==> config.mk <==
export PLATFORM = sky130hd
export DESIGN_NAME = card_irq_status
export DESIGN_NICKNAME = d
export VERILOG_FILES = /design/src/rtl/card_irq_pkg.sv /design/src/rtl/irq_bus_decode.sv /design/src/rtl/irq_status_regs.sv /design/src/rtl/irq_summary.sv /design/src/rtl/card_irq_status.sv
export SDC_FILE = /design/constraint.sdc
export NUM_CORES = 1
export LEC_CHECK = 0
export BUFFER_PORTS_ARGS = -buffer_cell sky130_fd_sc_hd__clkbuf_2
export CORE_ASPECT_RATIO = 0.7
export CORE_MARGIN = 3
export CORE_UTILIZATION = 45
export DETAILED_ROUTE_END_ITERATION = 6
export MAX_ROUTING_LAYER = met4
export PLACE_DENSITY = 0.84
export SYNTH_ARGS = -nofsm -noshare
export SYNTH_HDL_FRONTEND = slang
export SYNTH_HIERARCHICAL = 1
export SYNTH_SLANG_ARGS = --single-unit
==> constraint.sdc <==
create_clock -name clk -period 2.1 [get_ports clk]
set_input_delay 0.105 -clock clk [delete_from_list [all_inputs] [get_ports clk]]
set_output_delay 0.105 -clock clk [all_outputs]
set_load 0.1 [all_outputs]
==> src/rtl/card_irq_pkg.sv <==
package card_irq_pkg;

    localparam int EVT_W = 32;

    // Bit positions whose meaning a neighbouring sequencer decodes
    localparam int B_RSP_ERR    = 1;
    localparam int B_CMD_DONE   = 2;
    localparam int B_DATA_OVER  = 3;
    localparam int B_TX_REQ     = 4;
    localparam int B_RX_REQ     = 5;
    localparam int B_RSP_CRC    = 6;
    localparam int B_DATA_CRC   = 7;
    localparam int B_RSP_TMO    = 8;
    localparam int B_DATA_TMO   = 9;
    localparam int B_VOLT_DONE  = 10;
    localparam int B_FIFO_RUN   = 11;
    localparam int B_HW_LOCK    = 12;
    localparam int B_START_ERR  = 13;
    localparam int B_AUTO_DONE  = 14;
    localparam int B_END_ERR    = 15;
    localparam int B_SDIO       = 16;
    localparam int B_CARD_IN    = 30;
    localparam int B_CARD_OUT   = 31;

    localparam logic [EVT_W-1:0] IMPL_BITS =
        (32'h1 << B_RSP_ERR)   | (32'h1 << B_CMD_DONE)  | (32'h1 << B_DATA_OVER) |
        (32'h1 << B_TX_REQ)    | (32'h1 << B_RX_REQ)    | (32'h1 << B_RSP_CRC)   |
        (32'h1 << B_DATA_CRC)  | (32'h1 << B_RSP_TMO)   | (32'h1 << B_DATA_TMO)  |
        (32'h1 << B_VOLT_DONE) | (32'h1 << B_FIFO_RUN)  | (32'h1 << B_HW_LOCK)   |
        (32'h1 << B_START_ERR) | (32'h1 << B_AUTO_DONE) | (32'h1 << B_END_ERR)   |
        (32'h1 << B_SDIO)      | (32'h1 << B_CARD_IN)   | (32'h1 << B_CARD_OUT);

    localparam logic [EVT_W-1:0] FAIL_BITS =
        (32'h1 << B_RSP_ERR)  | (32'h1 << B_RSP_CRC)  | (32'h1 << B_DATA_CRC) |
        (32'h1 << B_RSP_TMO)  | (32'h1 << B_DATA_TMO) | (32'h1 << B_FIFO_RUN) |
        (32'h1 << B_HW_LOCK)  | (32'h1 << B_START_ERR)| (32'h1 << B_END_ERR);

    localparam logic [EVT_W-1:0] FINISH_BITS =
        (32'h1 << B_CMD_DONE) | (32'h1 << B_DATA_OVER) |
        (32'h1 << B_VOLT_DONE)| (32'h1 << B_AUTO_DONE);

    typedef enum logic [1:0] {
        RSEL_NONE,
        RSEL_MASK,
        RSEL_MASKED,
        RSEL_RAW
    } rsel_e;

    typedef struct packed {
        logic [EVT_W-1:0] raw;
        logic [EVT_W-1:0] mask;
    } irq_state_t;

endpackage

==> src/rtl/irq_bus_decode.sv <==
module irq_bus_decode
    import card_irq_pkg::*;
#(
    parameter int ADDR_W      = 8,
    parameter int OFF_MASK    = 'h30,
    parameter int OFF_MASKED  = 'h34,
    parameter int OFF_RAW     = 'h38
) (
    input  logic              bus_wr,
    input  logic [ADDR_W-1:0] bus_addr,
    input  logic [EVT_W-1:0]  raw_q,
    input  logic [EVT_W-1:0]  mask_q,
    input  logic [EVT_W-1:0]  masked,
    output logic              wr_mask,
    output logic              wr_raw,
    output logic [EVT_W-1:0]  rdata
);
    rsel_e rsel;

    always_comb begin
        if (bus_addr == ADDR_W'(OFF_MASK))
            rsel = RSEL_MASK;
        else if (bus_addr == ADDR_W'(OFF_MASKED))
            rsel = RSEL_MASKED;
        else if (bus_addr == ADDR_W'(OFF_RAW))
            rsel = RSEL_RAW;
        else
            rsel = RSEL_NONE;
    end

    assign wr_mask = bus_wr && (rsel == RSEL_MASK);
    assign wr_raw  = bus_wr && (rsel == RSEL_RAW);

    always_comb begin
        unique case (rsel)
            RSEL_MASK:   rdata = mask_q;
            RSEL_MASKED: rdata = masked;
            RSEL_RAW:    rdata = raw_q;
            default:     rdata = '0;
        endcase
    end
endmodule

==> src/rtl/irq_status_regs.sv <==
module irq_status_regs
    import card_irq_pkg::*;
(
    input  logic             clk,
    input  logic             rst_n,
    input  logic [EVT_W-1:0] evt_i,
    input  logic             wr_mask,
    input  logic             wr_raw,
    input  logic [EVT_W-1:0] wdata,
    output logic [EVT_W-1:0] raw_q,
    output logic [EVT_W-1:0] mask_q
);
    irq_state_t       st_d, st_q;
    logic [EVT_W-1:0] clr_bits;
    logic [EVT_W-1:0] raw_nxt;

    assign clr_bits = wr_raw ? wdata : '0;

    // One sticky cell per implemented position, a constant zero elsewhere
    for (genvar i = 0; i < EVT_W; i++) begin : g_cell
        if (IMPL_BITS[i]) begin : g_live
            assign raw_nxt[i] = evt_i[i] | (st_q.raw[i] & ~clr_bits[i]);
        end else begin : g_tied
            assign raw_nxt[i] = 1'b0;
        end
    end

    always_comb begin
        st_d     = st_q;
        st_d.raw = raw_nxt;
        if (wr_mask)
            st_d.mask = wdata & IMPL_BITS;
    end

    always_ff @(posedge clk or negedge rst_n) begin
        if (!rst_n)
            st_q <= '0;
        else
            st_q <= st_d;
    end

    assign raw_q  = st_q.raw;
    assign mask_q = st_q.mask;
endmodule

==> src/rtl/irq_summary.sv <==
module irq_summary
    import card_irq_pkg::*;
(
    input  logic [EVT_W-1:0] raw_q,
    input  logic [EVT_W-1:0] mask_q,
    input  logic             irq_en,
    output logic [EVT_W-1:0] masked,
    output logic             irq_o,
    output logic             err_sum_o,
    output logic             done_sum_o
);
    assign masked     = raw_q & mask_q;
    assign irq_o      = irq_en && (|masked);
    assign err_sum_o  = |(masked & FAIL_BITS);
    assign done_sum_o = |(masked & FINISH_BITS);
endmodule

==> src/rtl/card_irq_status.sv <==
module card_irq_status
    import card_irq_pkg::*;
#(
    parameter int ADDR_W     = 8,
    parameter int OFF_MASK   = 'h30,
    parameter int OFF_MASKED = 'h34,
    parameter int OFF_RAW    = 'h38
) (
    input  logic              clk,
    input  logic              rst_n,
    input  logic              irq_en,
    input  logic [31:0]       evt_i,
    input  logic              bus_wr,
    input  logic [ADDR_W-1:0] bus_addr,
    input  logic [31:0]       bus_wdata,
    output logic [31:0]       bus_rdata,
    output logic              irq_o,
    output logic              err_sum_o,
    output logic              done_sum_o
);
    logic             wr_mask, wr_raw;
    logic [EVT_W-1:0] raw_q, mask_q, masked;

    irq_bus_decode #(
        .ADDR_W     (ADDR_W),
        .OFF_MASK   (OFF_MASK),
        .OFF_MASKED (OFF_MASKED),
        .OFF_RAW    (OFF_RAW)
    ) u_dec (
        .bus_wr   (bus_wr),
        .bus_addr (bus_addr),
        .raw_q    (raw_q),
        .mask_q   (mask_q),
        .masked   (masked),
        .wr_mask  (wr_mask),
        .wr_raw   (wr_raw),
        .rdata    (bus_rdata)
    );

    irq_status_regs u_regs (
        .clk     (clk),
        .rst_n   (rst_n),
        .evt_i   (evt_i),
        .wr_mask (wr_mask),
        .wr_raw  (wr_raw),
        .wdata   (bus_wdata),
        .raw_q   (raw_q),
        .mask_q  (mask_q)
    );

    irq_summary u_sum (
        .raw_q      (raw_q),
        .mask_q     (mask_q),
        .irq_en     (irq_en),
        .masked     (masked),
        .irq_o      (irq_o),
        .err_sum_o  (err_sum_o),
        .done_sum_o (done_sum_o)
    );
endmodule

==> summary.txt <==
CORE AREA: 6366 um^2
Area of the multi-input gates: 1864 um^2
Cell Chain, Critical Path: and2_4 > or4_4 > or4_4 > o41a_4 > buf_12
Leakage: 1.770 nW
# clock sinks: 36
Worst EP required: 2.00 ns
Vias per cell: 4.887
Tcrit/Tclk final: 120.4%
Clock-pin slew on the worst setup and hold paths: 0.07 ns
Share of layout cells above drive strength 1: 42.52%
Nets: 496
Max Clk Rate: 395.3 MHz
Largest area contributor in the netlist: dfrtp_1
Post-route antenna net violation count: 0
GRT Total Usage: 21.50%
First-pass GRT wire length: 12,850 um
Switch Pwr: 0.0005382 W
CP delay by family, top: simple AND/OR/NAND/NOR gates
Max Cap Viol: 0
Die area: 7744 um^2
Port Buffers: 68
First drt pass iteration count: 4
Initial DRC count: 129
Post-synth EDFFs: 0
Flop pwr share: 41.5%
Period minus WS final: 2.529 ns
Synth warnings: 6
Synth top cells by count: nand2_1, dfrtp_1, mux2i_1
Cells after Synth: 316
Library cells used by synthesis: 29
Pint: 0.001199 W
CP Buf/Inv Count: 1
WL per Instance: 15.25 um
Worst slew pin tran: 1.997 ns
Storage cell area: 900.9 um^2
Comb pwr share: 28.9%
Arr. time, crit path: 2.42 ns
Mapped cell area: 3019 um^2
RSZ-0062 raised after global routing: true
Grt ovf: 0
Critical path class: reg2out
Post-synthesis register bit count: 36
Die width: 103.9 um
Num rows: 24
Layout filler cell count: 521
Power consumption: 0.001737 W
Slew Limit Fails: 1
ANT cells: 0
Register area share after synthesis: 29.84%
Die Ht: 74.53 um
Root buffer cell: clkbuf_8
GPL Wtd Cong: 0.7928
Synth Flop Type: dfrtp_1
Worst Path Max Fanout: 2
Setup crit end kind: primary output
Clk buf depth: 2
Vias in the first global route: 2,662
Hpwl dp: 5900 um
Failing checks: slew limit, setup timing
Rel. slew slack: -32.71%
TNS Setup: -0.5858 ns
Hold crit path type: in2reg
Avg Cell Area, Syn: 9.554 um^2
Initial Utilization: 47.43%
Post-placement setup slack: -0.1108 ns
Crit-path most repeated cell: or4_4
Post-synth ARST share: 100.0%
Slowest stage delay, CP: 0.53 ns
I/O pins: 111
CP max stage cell: or4_4
Layout Skew: 0 ns
Most numerous cell in the Yosys netlist: nand2_1
WL final: 7809 um
CTS tree: built
Top cells by area, synth: dfrtp_1, mux2i_1, a21oi_2
Final hold vios: 0
H-tree levels: 2
Clock latency on the worst-skew pair: 0.28 ns
Number of CTS-inserted buffers: 5
Clock Power Share: 29.6%
Area delta synth->final: 33.73%
Largest net degree at the start of global routing: 37
Startpoint Class: flip-flop
Vias: 2,502
Final setup margin: -0.4294 ns
Share of the synthesized area in the top cell type: 29.84%
Final setup viols: 2
Residual DRC count: 0
Final core occ: 63.42%
Peak VDD IR: 448.6 uV
Pwr/cell area: 430.2 nW/um^2
Status: finished, violations left
Net Sw Frac: 30.99%
Initial antenna violation count: 0
Hold Slack: 0.006813 ns
[per-stage QoR]
step / instance area [um^2] / std cells
final: 4038 / 512
after global routing: 4038 / 512
after CTS: 4008 / 509
after detailed placement: 3780 / 488
after global placement: 3780 / 488
after floorplan: 3138 / 343
[metal layers]
metal	up-vias	track usage [%]	part of all wire, %
li1	1223	-	-
met1	1198	24.61	42
met2	75	40.24	52
met3	6	4.337	5.8
met4	0	3.687	0.68
met5	-	-	0
[worst reg2reg max path, delay by kind of cell, from the launching register on]
| kind | cells | cell delay (ns) |
|---|---|---|
| buffers and inverters | 1 | 0.15 |
| DFF | 1 | 0.40 |
| muxes | 1 | 0.27 |
[power groups by stage]
stage / registers (W) / clock network (W) / logic (W)
2_1_floorplan: 0.000732 / 0 / 0.000341
3_3_place_gp: 0.000732 / 0 / 0.000453
3_5_place_dp: 0.000734 / 0 / 0.000462
4_1_cts: 0.000721 / 0.000524 / 0.000490
5_1_grt: 0.000723 / 0.000564 / 0.000540
6_report: 0.000721 / 0.000514 / 0.000502
[worst paths after layout]
path / end / slack (ns) / from / depth (start not counted)
min in group asynchronous: u_regs/mask_q[11]$_DFFE_PN0P_ / 0.48 / rst_n / 2
setup reg to reg: u_regs/mask_q[6]$_DFFE_PN0P_ / 1.17 / u_regs/mask_q[6]$_DFFE_PN0P_ / 2
max in group asynchronous: u_regs/mask_q[16]$_DFFE_PN0P_ / 1.04 / rst_n / 2
hold reg to reg: u_regs/raw_q[30]$_DFF_PN0_ / 0.50 / u_regs/raw_q[30]$_DFF_PN0_ / 1
setup / recovery: irq_o / -0.43 / u_regs/raw_q[14]$_DFF_PN0_ / 5
hold / removal: u_regs/raw_q[15]$_DFF_PN0_ / 0.007 / evt_i[15] / 2
[cells by family (layout without fill, tap and decap cells)]
logic type | count (synthesis) | in the layout | share of synthesized area (%)
AO/OA/AOI/OAI | 53 | 53 | 14.46
buffers and inverters | 47 | 125 | 13.22
flip-flops | 36 | 36 | 29.84
multiplexers | 50 | 50 | 18.57
other | 1 | 28 | 0.1242
AND/OR/NAND/NOR | 129 | 129 | 23.79
[cell usage in the layout, fill, tap and decap left out, types with 2 or more instances in the layout]
| cell | instances |
|---|---|
| clkbuf_8 | 6 |
| or4_1 | 5 |
| nor4_2 | 2 |
| buf_12 | 22 |
| and2_4 | 3 |
| clkinv_2 | 2 |
| buf_4 | 32 |
| clkbuf_2 | 48 |
| nand2_1 | 50 |
| dfrtp_1 | 36 |
| and2_1 | 28 |
| dlygate4sd3_1 | 13 |
| conb_1 | 28 |
| mux2_2 | 8 |
| mux2_4 | 10 |
| or2_1 | 28 |
| or2_2 | 6 |
| a22o_1 | 2 |
| mux2i_1 | 32 |
| a21o_1 | 18 |
| a21oi_2 | 31 |
| or4_4 | 3 |
[cell type report]
class / instances / area share [%]
Inverter: 1 / 0.09297
Sequential cell: 36 / 22.31
Timing Repair Buffer: 116 / 26.31
Clock inverter: 2 / 0.2479
Clock buffer: 6 / 2.045
Tap cell: 91 / 2.820
Multi-Input combinational cell: 260 / 46.17
[flip-flops by register name, indices dropped and copies added (netlist names)]
| signal | flops |
|---|---|
| u_regs/raw_q | 18 |
| u_regs/mask_q | 18 |
[timing repair]
item | in CTS | in global routing
resized for setup | 4 | 0
hold buffers | 10 | 3
endpoints found under the setup margin | 2 | 2
endpoints found under the hold margin | 45 | 3
setup buffers | 3 | 0
Power figures use the tool's default switching activity.
